File: src/rtl/spie_pkg.sv
package spie_pkg;

  // Byte offsets; software decodes these, so they are fixed.
  localparam logic [7:0] OFS_VERSION  = 8'h00;
  localparam logic [7:0] OFS_SOFTRST  = 8'h40;
  localparam logic [7:0] OFS_IRQ_EN   = 8'h80;
  localparam logic [7:0] OFS_IRQ_PEND = 8'h84;
  localparam logic [7:0] OFS_IRQ_SRC  = 8'h88;
  localparam logic [7:0] OFS_SYNC_ID  = 8'hC0;
  localparam logic [7:0] OFS_CMD_ROOM = 8'hD0;
  localparam logic [7:0] OFS_TX_ROOM  = 8'hD4;
  localparam logic [7:0] OFS_RX_LEVEL = 8'hD8;
  localparam logic [7:0] OFS_CMD_PUSH = 8'hE0;
  localparam logic [7:0] OFS_TX_PUSH  = 8'hE4;
  localparam logic [7:0] OFS_RX_POP   = 8'hE8;
  localparam logic [7:0] OFS_RX_PEEK  = 8'hEC;

  // Interrupt cause bit positions.
  localparam int IRQ_CMD_LOW  = 0;
  localparam int IRQ_TX_LOW   = 1;
  localparam int IRQ_RX_HIGH  = 2;
  localparam int IRQ_SYNC     = 3;
  localparam int IRQ_N        = 4;

  localparam logic [7:0] VERSION_MAJOR = 8'd1;

  function automatic logic [31:0] make_version(input logic [7:0] minor_v,
                                               input logic [7:0] patch_v);
    return {8'h00, VERSION_MAJOR, minor_v, patch_v};
  endfunction

  function automatic logic [31:0] room_word(input int depth, input int level);
    return 32'(depth - level);
  endfunction

endpackage

File: src/rtl/spie_fifo.sv
module spie_fifo #(
  parameter int WIDTH = 8,
  parameter int DEPTH = 8,
  localparam int AW = (DEPTH > 1) ? $clog2(DEPTH) : 1,
  localparam int CW = $clog2(DEPTH + 1)
) (
  input  logic             clk,
  input  logic             rst_n,
  input  logic             push,
  input  logic [WIDTH-1:0] push_data,
  input  logic             pop,
  output logic [WIDTH-1:0] head,
  output logic [CW-1:0]    level,
  output logic             full,
  output logic             empty
);

  localparam logic [AW-1:0] LAST = AW'(DEPTH - 1);
  localparam logic [CW-1:0] CAP  = CW'(DEPTH);

  logic [WIDTH-1:0] mem [DEPTH];
  logic [AW-1:0]    wr_ptr, rd_ptr;
  logic             do_push, do_pop;

  function automatic logic [AW-1:0] step(input logic [AW-1:0] p);
    return (p == LAST) ? '0 : p + 1'b1;
  endfunction

  assign full    = (level == CAP);
  assign empty   = (level == '0);
  assign do_push = push && !full;
  assign do_pop  = pop && !empty;
  assign head    = empty ? '0 : mem[rd_ptr];

  always_ff @(posedge clk) begin
    if (!rst_n) begin
      wr_ptr <= '0;
      rd_ptr <= '0;
      level  <= '0;
    end else begin
      if (do_push) wr_ptr <= step(wr_ptr);
      if (do_pop)  rd_ptr <= step(rd_ptr);
      case ({do_push, do_pop})
        2'b10:   level <= level + 1'b1;
        2'b01:   level <= level - 1'b1;
        default: level <= level;
      endcase
    end
  end

  always_ff @(posedge clk) begin
    if (do_push) mem[wr_ptr] <= push_data;
  end

endmodule

File: src/rtl/spie_irq.sv
module spie_irq #(
  parameter int N = 4
) (
  input  logic         clk,
  input  logic         rst_n,
  input  logic [N-1:0] set_vec,
  input  logic [N-1:0] clr_vec,
  input  logic         en_wr,
  input  logic [N-1:0] en_wdata,
  output logic [N-1:0] pend,
  output logic [N-1:0] en,
  output logic [N-1:0] src,
  output logic         irq
);

  function automatic logic [N-1:0] next_pend(input logic [N-1:0] cur,
                                             input logic [N-1:0] setv,
                                             input logic [N-1:0] clrv);
    return (cur & ~clrv) | setv;
  endfunction

  always_ff @(posedge clk) begin
    if (!rst_n) begin
      pend <= '0;
      en   <= '0;
    end else begin
      pend <= next_pend(pend, set_vec, clr_vec);
      if (en_wr) en <= en_wdata;
    end
  end

  assign src = pend & en;
  assign irq = |src;

endmodule

File: src/rtl/spie_regif.sv
module spie_regif
  import spie_pkg::*;
#(
  parameter int          ADDR_W       = 8,
  parameter int          CMD_DEPTH    = 8,
  parameter int          TX_DEPTH     = 8,
  parameter int          RX_DEPTH     = 8,
  parameter int          CMD_LOW_MARK = 2,
  parameter int          TX_LOW_MARK  = 2,
  parameter int          RX_HIGH_MARK = 6,
  parameter logic [7:0]  VER_MINOR    = 8'h00,
  parameter logic [7:0]  VER_PATCH    = 8'h61
) (
  input  logic              clk,
  input  logic              rst_n,
  input  logic              req_valid,
  input  logic              req_write,
  input  logic [ADDR_W-1:0] req_addr,
  input  logic [31:0]       req_wdata,
  output logic              rsp_valid,
  output logic [31:0]       rsp_rdata,
  output logic              irq,
  output logic              engine_rst,
  output logic              cmd_valid,
  input  logic              cmd_ready,
  output logic [15:0]       cmd_data,
  output logic              tx_valid,
  input  logic              tx_ready,
  output logic [7:0]        tx_data,
  input  logic              rx_valid,
  output logic              rx_ready,
  input  logic [7:0]        rx_data,
  input  logic              sync_valid,
  input  logic [7:0]        sync_id
);

  localparam int CCW = $clog2(CMD_DEPTH + 1);
  localparam int TCW = $clog2(TX_DEPTH + 1);
  localparam int RCW = $clog2(RX_DEPTH + 1);

  // Decoded bus events, named for the checker.
  logic wr_evt, rd_evt;
  logic wr_softrst, wr_en, wr_pend, wr_cmd, wr_tx;
  logic rd_pop;

  logic [7:0] ofs;
  assign ofs    = 8'(req_addr);
  assign wr_evt = req_valid && req_write;
  assign rd_evt = req_valid && !req_write;

  assign wr_softrst = wr_evt && (ofs == OFS_SOFTRST);
  assign wr_en      = wr_evt && (ofs == OFS_IRQ_EN);
  assign wr_pend    = wr_evt && (ofs == OFS_IRQ_PEND);
  assign wr_cmd     = wr_evt && (ofs == OFS_CMD_PUSH);
  assign wr_tx      = wr_evt && (ofs == OFS_TX_PUSH);
  assign rd_pop     = rd_evt && (ofs == OFS_RX_POP);

  // Soft reset and sync identifier.
  logic       softrst_q;
  logic [7:0] sync_id_q;

  always_ff @(posedge clk) begin
    if (!rst_n) begin
      softrst_q <= 1'b1;
      sync_id_q <= '0;
    end else begin
      if (wr_softrst) softrst_q <= req_wdata[0];
      if (sync_valid) sync_id_q <= sync_id;
    end
  end

  assign engine_rst = softrst_q;

  // Queues.
  logic [15:0]    cmd_head;
  logic [CCW-1:0] cmd_level;
  logic           cmd_full, cmd_empty, cmd_pop;
  logic [7:0]     tx_head;
  logic [TCW-1:0] tx_level;
  logic           tx_full, tx_empty, tx_pop;
  logic [7:0]     rx_head;
  logic [RCW-1:0] rx_level;
  logic           rx_full, rx_empty, rx_push;

  assign cmd_valid = !cmd_empty && !softrst_q;
  assign cmd_data  = cmd_head;
  assign cmd_pop   = cmd_valid && cmd_ready;

  assign tx_valid  = !tx_empty && !softrst_q;
  assign tx_data   = tx_head;
  assign tx_pop    = tx_valid && tx_ready;

  assign rx_ready  = !rx_full;
  assign rx_push   = rx_valid && rx_ready;

  spie_fifo #(.WIDTH(16), .DEPTH(CMD_DEPTH)) u_cmdq (
    .clk(clk), .rst_n(rst_n),
    .push(wr_cmd), .push_data(req_wdata[15:0]),
    .pop(cmd_pop), .head(cmd_head), .level(cmd_level),
    .full(cmd_full), .empty(cmd_empty)
  );

  spie_fifo #(.WIDTH(8), .DEPTH(TX_DEPTH)) u_txq (
    .clk(clk), .rst_n(rst_n),
    .push(wr_tx), .push_data(req_wdata[7:0]),
    .pop(tx_pop), .head(tx_head), .level(tx_level),
    .full(tx_full), .empty(tx_empty)
  );

  spie_fifo #(.WIDTH(8), .DEPTH(RX_DEPTH)) u_rxq (
    .clk(clk), .rst_n(rst_n),
    .push(rx_push), .push_data(rx_data),
    .pop(rd_pop), .head(rx_head), .level(rx_level),
    .full(rx_full), .empty(rx_empty)
  );

  // Interrupt causes.
  logic [IRQ_N-1:0] irq_set, irq_clr, pend_q, en_q, src_q;

  always_comb begin
    irq_set              = '0;
    irq_set[IRQ_CMD_LOW] = (int'(cmd_level) <= CMD_LOW_MARK);
    irq_set[IRQ_TX_LOW]  = (int'(tx_level)  <= TX_LOW_MARK);
    irq_set[IRQ_RX_HIGH] = (int'(rx_level)  >= RX_HIGH_MARK);
    irq_set[IRQ_SYNC]    = sync_valid;
  end

  assign irq_clr = wr_pend ? req_wdata[IRQ_N-1:0] : '0;

  spie_irq #(.N(IRQ_N)) u_irq (
    .clk(clk), .rst_n(rst_n),
    .set_vec(irq_set), .clr_vec(irq_clr),
    .en_wr(wr_en), .en_wdata(req_wdata[IRQ_N-1:0]),
    .pend(pend_q), .en(en_q), .src(src_q), .irq(irq)
  );

  // Read path, registered.
  logic [31:0] rd_word;

  always_comb begin
    case (ofs)
      OFS_VERSION:  rd_word = make_version(VER_MINOR, VER_PATCH);
      OFS_SOFTRST:  rd_word = {31'd0, softrst_q};
      OFS_IRQ_EN:   rd_word = 32'(en_q);
      OFS_IRQ_PEND: rd_word = 32'(pend_q);
      OFS_IRQ_SRC:  rd_word = 32'(src_q);
      OFS_SYNC_ID:  rd_word = {24'd0, sync_id_q};
      OFS_CMD_ROOM: rd_word = room_word(CMD_DEPTH, int'(cmd_level));
      OFS_TX_ROOM:  rd_word = room_word(TX_DEPTH, int'(tx_level));
      OFS_RX_LEVEL: rd_word = 32'(rx_level);
      OFS_RX_POP,
      OFS_RX_PEEK:  rd_word = {24'd0, rx_head};
      default:      rd_word = '0;
    endcase
  end

  always_ff @(posedge clk) begin
    if (!rst_n) begin
      rsp_valid <= 1'b0;
      rsp_rdata <= '0;
    end else begin
      rsp_valid <= rd_evt;
      if (rd_evt) rsp_rdata <= rd_word;
    end
  end

endmodule

File: config.mk
export PLATFORM = sky130hd
export DESIGN_NAME = spie_regif
export DESIGN_NICKNAME = d
export VERILOG_FILES = /design/src/rtl/spie_pkg.sv /design/src/rtl/spie_fifo.sv /design/src/rtl/spie_irq.sv /design/src/rtl/spie_regif.sv
export SDC_FILE = /design/constraint.sdc
export NUM_CORES = 1
export LEC_CHECK = 0
export BUFFER_PORTS_ARGS = -buffer_cell sky130_fd_sc_hd__clkbuf_2
export CAP_MARGIN = 20
export CORE_UTILIZATION = 40
export CTS_CLUSTER_DIAMETER = 80
export DETAILED_ROUTE_END_ITERATION = 10
export SLEW_MARGIN = 20
export SYNTH_ARGS = -nofsm -noshare
export SYNTH_HDL_FRONTEND = slang
export SYNTH_SLANG_ARGS = --single-unit
File: constraint.sdc
create_clock -name clk -period 3.4 [get_ports clk]
set_input_delay 0.68 -clock clk [delete_from_list [all_inputs] [get_ports clk]]
set_output_delay 0.68 -clock clk [all_outputs]
set_load 0.1 [all_outputs]
Word-level counts from Yosys, hierarchy flattened
Memories as Yosys holds them, arrays and structs flattened. A register that Yosys moved wholly into a read port is not among the register bits.
Cells that the tools add are included.
{"block": "totals", "ram_bits": 256, "ff_bits": 80, "mem_count": 3}
{"memory": "u_cmdq.mem", "depth": 8, "word_bits": 16, "read_ports": 1, "rd_ports_with_merged_regs": 1, "write_ports": 1, "line_no": "spie_fifo.sv:21", "text": "logic [WIDTH-1:0] mem [DEPTH];"}
{"memory": "u_rxq.mem", "depth": 8, "word_bits": 8, "read_ports": 1, "rd_ports_with_merged_regs": 1, "write_ports": 1, "line_no": "spie_fifo.sv:21"}
{"memory": "u_txq.mem", "depth": 8, "word_bits": 8, "read_ports": 1, "rd_ports_with_merged_regs": 1, "write_ports": 1, "line_no": "spie_fifo.sv:21"}
{"block": "classes", "n_eq_ne": 27, "mux": 26, "bitwise_logic": 4, "add_sub_neg": 14, "order_cmp": 3, "n_reduce_logical": 36}
{"cell": "case mux 32 bit (10 select lines)", "count": 1}
{"cell": "equality test 8 bit (second input constant)", "count": 11}
{"cell": "2-to-1 mux 3 bit", "count": 12}
{"cell": "case mux 4 bit (2 select lines)", "count": 3}
{"cell": "logical AND 1 bit", "count": 19}
{"cell": "adder 3 x 1 -> 3 bit (second input constant)", "count": 6}
{"cell": "equality test 3 bit (second input constant)", "count": 6}
{"cell": "2-to-1 mux 16 bit", "count": 1}
{"cell": "2-to-1 mux 8 bit", "count": 2}
{"cell": "adder 4 x 1 -> 4 bit (second input constant)", "count": 3}
{"cell": "equality test 4 bit (second input constant)", "count": 3}
{"cell": "zero test 4 bit", "count": 3}
{"cell": "subtractor 4 x 1 -> 4 bit (second input constant)", "count": 3}
{"cell": "subtractor 4 x 4 -> 5 bit (first input constant)", "count": 2}
{"cell": "bitwise AND 4 bit", "count": 2}
{"cell": "equality test 8 x 7 -> 1 bit (second input constant)", "count": 1}
{"cell": "<= comparator 4 x 2 -> 1 bit (second input constant)", "count": 2}
{"cell": "zero test 1 bit", "count": 8}
{"cell": "zero test 8 bit", "count": 1}
{"cell": "equality test 2 x 1 -> 1 bit (second input constant)", "count": 3}
{"cell": "equality test 2 bit (second input constant)", "count": 3}
{"cell": "2-to-1 mux 1 bit", "count": 6}
{"cell": "nonzero test 2 bit", "count": 3}
{"cell": "greater-or-equal comparator 4 x 3 -> 1 bit (second input constant)", "count": 1}
{"cell": "5 further kinds", "count": 5}

Longest topological paths before layout
Gate-level depths: netlist (run 1).
{"block": "depth", "word_depth": 7, "mapped_depth": 14}

By module
Synthesis (run 1) repeated with hierarchy kept, for this count alone.
{"block": "hier_totals", "cells_unflattened": 880, "area_unflattened_um2": 13943.4}
{"mod": "spie_fifo (u_rxq ...)", "cells_each": 178, "n_inst": 2, "area_per_inst_um2": 3164.3}
{"mod": "spie_fifo (u_cmdq)", "cells_each": 279, "n_inst": 1, "area_per_inst_um2": 5575.3}
{"mod": "spie_regif", "cells_each": 215, "n_inst": 1, "area_per_inst_um2": 1716.6}
{"mod": "spie_irq", "cells_each": 30, "n_inst": 1, "area_per_inst_um2": 322.8}

Worst setup path after synthesis (run 1)
OpenSTA, ideal clock, no wires.
{"block": "synth_path", "path_type": "input to register", "startpoint": "in req_addr[3]", "endpoint": "mem u_cmdq.mem[0][0] (enable)", "cell_stages": 6, "t_arrival_ns": 3.016, "n_path_buf": 1, "setup_ns": 0.409, "setup_slack_ns": -0.025, "path_cell_list": "clkbuf_1 > nor4_2 > o21ai_1 > nor2_1 > nand2b_1 > nor3_1"}
{"block": "synth_via", "elab_chain_len": 5}
{"item": "start, declared", "line_no": "spie_regif.sv:18", "text": "input logic [ADDR_W-1:0] req_addr,"}
{"item": "equality test 8 bit", "line_no": "spie_regif.sv:54", "text": "assign wr_cmd = wr_evt && (ofs == OFS_CMD_PUSH);"}
{"item": "logical AND 1 bit", "line_no": "spie_regif.sv:54"}
{"item": "logical AND 1 bit", "line_no": "spie_fifo.sv:31", "text": "assign do_push = push && !full;"}
{"item": "2-to-1 mux 1 bit", "line_no": "spie_fifo.sv:52", "text": "if (do_push) mem[wr_ptr] <= push_data;"}
{"item": "2-to-1 mux 1 bit (not written as such)", "line_no": "spie_fifo.sv:52"}
{"item": "end, declared", "line_no": "spie_fifo.sv:21"}
No other way between the ends.

==> results of run 1 <==
[per-stage QoR]
stage               std cells  util, %
floorplan                 869        -
global placement         1406     43.9
detailed placement       1406     43.9
CTS                      1471     47.3
global route             1471     47.3
finish                   1471     47.3
[cell usage after synthesis, types with 2 or more instances]
cell,instances
edfxtp_1,256
dfxtp_1,67
mux4_2,63
nor2_1,62
mux2i_1,58
nand2_1,47
nor2b_1,32
ha_1,25
clkbuf_1,24
buf_4,22
nand2b_1,20
o21ai_0,19
nor3_1,16
a21oi_1,15
a21boi_0,11
buf_2,11
inv_1,11
nand3_1,9
xor2_1,7
and2_1,6
or3_1,6
a2111oi_0,5
a31oi_1,5
a32oi_1,5
nand3b_1,5
xnor2_1,5
a22oi_1,4
buf_1,4
nor3b_1,4
and4b_1,3
nand4_1,3
nor4_1,3
o22ai_1,3
a211oi_1,2
a21boi_1,2
and3b_1,2
buf_6,2
mux2_2,2
nand4b_1,2
nor4b_2,2
o31a_1,2
o31ai_1,2
[routing by layer]
| layer | GRT usage, % | part of all wire (%) | vias to the layer above |
|---|---|---|---|
| met5 | 0 | 0 | - |
| met4 | 4.35 | 1.6 | 0 |
| met3 | 3.22 | 4.7 | 39 |
| met2 | 27.0 | 49 | 146 |
| met1 | 22.0 | 44 | 3732 |
| li1 | - | - | 3589 |
[cell type report]
cell class	instances	area, sq um	share of cell area (%)
Timing Repair Buffer	152	893	5.63
Multi-Input combinational cell	472	4200	26.5
Tap cell	448	561	3.53
Clock inverter	22	218	1.37
Sequential cell	323	9030	56.9
Clock buffer	43	927	5.84
Inverter	11	41.3	0.260
[sequential cells by signal, summed over array words and instances (netlist names), 4 cells and up, named ones only]
signal,cells
u_irq.pend,4
sync_id_q,8
rsp_rdata,10
u_txq.level,4
u_cmdq.mem,128
u_rxq.level,4
u_cmdq.level,4
u_rxq.mem,64
u_irq.en,4
u_txq.mem,64
[cell families after synthesis]
group	Yosys count
flip-flops	323
AND/OR/NAND/NOR	230
multiplexers	123
AO/OA/AOI/OAI	82
buffers and inverters	74
adder cells (fa/ha/maj)	25
XOR/XNOR	12
[critical path: cells and delay by family (launching register included)]
kind          cells  cell delay (ns)
mux               2             0.70
flops             1             0.64
buf+inv           2             0.60
simple gates      1             0.10
[power groups by stage]
stage	Combinational, uW	Clock [uW]	Sequential (uW)
global route	233	3990	4310
detailed placement	213	0	4390
CTS	213	3840	4310
finish	211	3750	4310
floorplan	97.5	0	4400
global placement	207	0	4390
[worst min-delay path by stage]
| stage | startpoint | to | slack [ns] | cells past startpoint |
|---|---|---|---|---|
| after floorplan | u_irq.pend[0] | u_irq.pend[0] | 0.46 | 2 |
| after global placement | rsp_rdata[7] | rsp_rdata[7] | 0.44 | 2 |
| after detailed placement | rsp_rdata[7] | rsp_rdata[7] | 0.46 | 2 |
| after CTS | sync_id[7] | sync_id_q[7] | 0.41 | 3 |
| after global routing | sync_id[6] | sync_id_q[6] | 0.43 | 3 |
| final | sync_id[7] | sync_id_q[7] | 0.43 | 3 |
==> flow_summary_export.csv, run 1 <==
group,metric,value,unit
logic_synthesis,synth-edff-count,256,
floorplanning,core_region_area,33500,sq um
sta,fin_skew,0.0108,ns
clocking,clk_latency,0.52,ns
cells_and_area,mostFrequentLayoutCells,"edfxtp_1 (256), clkbuf_2 (109), dfxtp_1 (66), mux4_2 (63), nor2_1 (62)",
logic_synthesis,synth_xor_area_share,0.772,%
grt,grt_start_max_net_pins,33,
sta,post-route-period-util,95.3,%
setup_path,cp_max_fo,12,
logic_synthesis,synthTopCellsByArea,"edfxtp_1 (56%), mux4_2 (10%), dfxtp_1 (9.9%), mux2i_1 (4.3%), ha_1 (2.3%)",
setup_path,r2r_slack,0.40,ns
power_and_ir_drop,p_int,6560,uW
route,route.detailed.drc,0,
setup_path,end_kind,"output pin",
logic_synthesis,synth_nets,958,
logic_synthesis,yosysTopAreaCell,"edfxtp_1",
power_and_ir_drop,power.clock.fraction,45.3,%
logic_synthesis,ys_warn_count,0,
logic_synthesis,synth_fa_ha_area_share,2.30,%
setup_path,arrival,2.56,ns
placement,dp_hpwl,18.2,mm
cells_and_area,num_antenna_cells,0,
sta,rsz0062_at_grt,"false",
route,viasPerCell,5.10,
outcome,status,"completed",
logic_synthesis,syn_area,13600,sq um
cells_and_area,syn2layout_area_growth,16.6,%
grt,grt_use_total,16.3,%
cells_and_area,fillers,2960,
logic_synthesis,ys_seq_elements,323,
sta,slew_violations,0,
route,drt-initial-drc-count,354,
route,wl_per_cell,18.9,um
logic_synthesis,ys_seq_area_share,66.3,%
grt,grt_pass1_vias,7580,
cells_and_area,layout_commonest_cell,"edfxtp_1",
clocking,ctsResizeCount,0,
setup_path,cp_slowest_cell,"dfxtp_2",
route,final_antenna_net_count,0,
setup_path,r2r-start,"u_txq.level[1]",
sta,slew_headroom,39.7,%
sta,setup_viol,0,
power_and_ir_drop,share_seq_of_total_power,52.1,%
grt,grt_pass1_wl,44.0,mm
sta,hold_ws,0.431,ns
grt,antenna_found_initial,0,
sta,worstMarginPinSlew,0.901,ns
power_and_ir_drop,power_density,521,nW/um^2
power_and_ir_drop,combPwrFrac,2.6,%
clocking,htreeDepth,2,
placement,gp_congestion,0.820,
min_path,hold_class,"in2reg",
floorplanning,initial_core_util,40.6,%
sta,fmax,309,MHz
sta,final_hold_viol_count,0,
logic_synthesis,synth.avg_cell_area,15.7,sq um
setup_path,slowest_delay,0.64,ns
clocking,cts.path.max_buffers,3,
logic_synthesis,synth_flop_cell,"edfxtp_1",
logic_synthesis,synth_compound_area_share,3.97,%
floorplanning,dieArea,34800,sq um
setup_path,path_cells,"buf_12 -> mux4_2 -> mux2i_1 -> nor2_1 -> clkbuf_2",
power_and_ir_drop,switching_power,1700,uW
clocking,root_buffer,"clkbuf_16",
setup_path,required,2.72,ns
cells_and_area,nets,1085,
grt,overflow,0,
logic_synthesis,synth_top_area_share,56.5,%
power_and_ir_drop,swShare,20.6,%
setup_path,worstRegToRegCells,12,
cells_and_area,design_area,15900,sq um
floorplanning,io_pins,126,
setup_path,crit_path_start_kind,"register",
sta,tns,0,ns
power_and_ir_drop,p_leak,0.00538,uW
logic_synthesis,yosys.area_share.simple,8.89,%
setup_path,setup.worst_path.class,"reg2out",
job,drv_cap,0,
floorplanning,die_x,186,um
floorplanning,dieHeight,186,um
placement,place_area,14700,sq um
logic_synthesis,synthCells,869,
logic_synthesis,async_flop_share,0,%
sta,fin_crit,3.24,ns
clocking,post_cts_buffers,0,
power_and_ir_drop,ir_drop,0.485,mV
setup_path,r2r-end,"u_txq.level[2]",
clocking,clkTransAtPathRegs,0.06,ns
logic_synthesis,synth_cell_types,57,
clocking,numCtsBuffers,36,
floorplanning,rows,67,
power_and_ir_drop,total_power,8260,uW
setup_path,critPathCapture,"cmd_data[2]",
clocking,cts-hold-fix-buffers,0,
placement,place_ws,0.318,ns
route,drt-total-wl,27.9,mm
logic_synthesis,synth_top_family_by_area,"multiplexers",
clocking,tritoncts,"done",
route,first_pass_iters,4,
route,dr_total_vias,7506,
sta,setup_ws,0.159,ns
placement,io_buffers,109,
clocking,clock-sinks,323,
cells_and_area,final_layout_size_suffix_gt1_share,27.1,%
logic_synthesis,yosys-mux-area-fraction,14.9,%
Note: power is estimated with default switching activity, not from simulation.
==> inputs of run 2 (changes only) <==
--- a/config.mk
+++ b/config.mk
@@ -7,9 +7,10 @@
 export LEC_CHECK = 0
 export BUFFER_PORTS_ARGS = -buffer_cell sky130_fd_sc_hd__clkbuf_2
 export CAP_MARGIN = 20
-export CORE_UTILIZATION = 40
+export CORE_UTILIZATION = 53
 export CTS_CLUSTER_DIAMETER = 80
 export DETAILED_ROUTE_END_ITERATION = 10
+export PLACE_DENSITY = 0.75
 export SLEW_MARGIN = 20
 export SYNTH_ARGS = -nofsm -noshare
 export SYNTH_HDL_FRONTEND = slang
==> flow_summary_export.csv, run 2 (same netlist as run 1, synthesis figures left out) <==
group,metric,value,unit
power_and_ir_drop,switching_power,1610,uW
setup_path,end_kind,"output pin",
grt,use_met1,27.6,%
clocking,root_buffer,"clkbuf_16",
route,wl_per_cell,20.0,um
clocking,cts-hold-fix-buffers,0,
cells_and_area,layout_commonest_cell,"edfxtp_1",
setup_path,setup.worst_path.class,"reg2out",
sta,hold_ws,0.381,ns
power_and_ir_drop,power.clock.fraction,43.8,%
grt,grt-busiest-layer,"met2",
clocking,clock-sinks,323,
cells_and_area,regArea,9030,sq um
placement,dp_hpwl,17.4,mm
grt,grt_start_max_net_pins,42,
min_path,min_path_cells,3,
floorplanning,initial_core_util,54.0,%
setup_path,arrival,2.54,ns
clocking,clkTransAtPathRegs,0.06,ns
power_and_ir_drop,combPwrFrac,2.6,%
floorplanning,die_x,162,um
route,route.detailed.drc,0,
clocking,cts.path.max_buffers,3,
sta,rsz0062_at_grt,"false",
power_and_ir_drop,p_leak,0.00533,uW
setup_path,cp_max_fo,9,
placement,gp_congestion,0.883,
route,dr_total_vias,7594,
min_path,hold_class,"in2reg",
outcome,status,"completed",
cells_and_area,syn2layout_area_growth,14.7,%
sta,slew_headroom,34.0,%
route,drt-initial-drc-count,674,
placement,io_buffers,109,
sta,setup_viol,0,
grt,use_met2,36.1,%
sta,worstMarginPinSlew,0.987,ns
sta,final_hold_viol_count,0,
grt,grt_pass1_vias,7508,
cells_and_area,fin_cells,1345,
sta,slew_violations,0,
placement,place_inst,1287,
cells_and_area,top_register,"u_cmdq.mem",
min_path,hold_path_end,"sync_id_q[1]",
clocking,clk_latency,0.56,ns
grt,grt_use_met3,3.68,%
cells_and_area,mostFrequentLayoutCells,"edfxtp_1 (256), clkbuf_2 (105), dfxtp_1 (66), mux4_2 (63), nor2_1 (61)",
cells_and_area,fillers,1818,
sta,tns,0,ns
setup_path,required,2.72,ns
cells_and_area,reg_top3,"u_cmdq.mem x128, u_rxq.mem x64, u_txq.mem x64",
floorplanning,io_pins,126,
floorplanning,dieArea,26300,sq um
route,viasPerCell,5.65,
min_path,hp-start,"sync_id[1]",
sta,fmax,310,MHz
power_and_ir_drop,swShare,20.1,%
grt,grt_use_total,20.9,%
grt,antenna_found_initial,0,
clocking,tritoncts,"done",
clocking,ctsResizeCount,0,
setup_path,crit_path_start_kind,"register",
setup_path,r2r_slack,0.61,ns
power_and_ir_drop,ir_drop,0.387,mV
floorplanning,dieHeight,162,um
route,first_pass_iters,5,
cells_and_area,multi_input_area,4200,sq um
clocking,htreeDepth,1,
clocking,numCtsBuffers,31,
cells_and_area,nets,1079,
power_and_ir_drop,p_int,6420,uW
sta,post-route-period-util,94.7,%
job,drv_cap,0,
route,drt-total-wl,26.9,mm
route,final_antenna_net_count,0,
setup_path,r2r-start,"u_cmdq.level[0]",
clocking,post_cts_buffers,0,
power_and_ir_drop,share_seq_of_total_power,53.6,%
sta,fin_skew,0.0142,ns
sta,fin_crit,3.22,ns
setup_path,r2r-end,"u_cmdq.level[2]",
power_and_ir_drop,power_density,514,nW/um^2
cells_and_area,final_layout_size_suffix_gt1_share,26.8,%
floorplanning,rows,58,
setup_path,worstRegToRegCells,13,
cells_and_area,num_antenna_cells,0,
cells_and_area,largest_reg_flops,128,
grt,grt_pass1_wl,41.7,mm
power_and_ir_drop,total_power,8030,uW
grt,overflow,0,
floorplanning,core_region_area,25200,sq um
-- run 2: layout make-up --
type | count | share of cell area (%)
flip-flops and latches | 323 | 57.8
multi-input cells | 472 | 26.9
repair buffers | 151 | 5.59
clock buffers | 39 | 5.36
well taps | 330 | 2.64
clock inverters | 19 | 1.39
inverters | 11 | 0.264
-- run 2: worst max-delay path: stages, from the launching register on --
cell and delay (ns):
dfxtp_2 0.55, buf_4 0.28, mux4_2 0.52, mux2i_1 0.16, nor2_1 0.08, clkbuf_2 0.38
-- run 2: worst max path at each step --
stage | start | to | slack [ns] | cells past startpoint
after floorplan | u_cmdq.level[0] | cmd_data[10] | 0.16 | 7
after global placement | req_addr[4] | u_txq.level[2] | 0.34 | 11
after detailed placement | req_addr[4] | u_txq.level[2] | 0.33 | 11
after CTS | register | cmd_data[1] | 0.08 | 5
after global routing | u_cmdq.level[0] | cmd_data[1] | 0.002 | 7
final | register | cmd_data[13] | 0.18 | 5
-- run 2: power groups by stage --
stage	Combinational (uW)	Clock, uW	Sequential (uW)
detailed placement	210	0	4390
CTS	212	3580	4310
floorplan	97.5	0	4400
finish	211	3510	4310
global route	231	3720	4310
global placement	203	0	4390
-- run 2: stage by stage --
stage	util (%)	setup WS, ns	area (sq um)
after floorplan	-	0.162	13600
after global placement	57.8	0.344	14600
after detailed placement	57.8	0.331	14600
after CTS	62.0	0.0833	15600
after global routing	62.0	0.00158	15600
final	62.0	0.179	15600
-- run 2: metal layers --
metal	part of all wire, %	up-vias
met1	42	3744
met4	2.0	0
met5	0	-
li1	-	3579
met3	6.1	41
met2	50	230
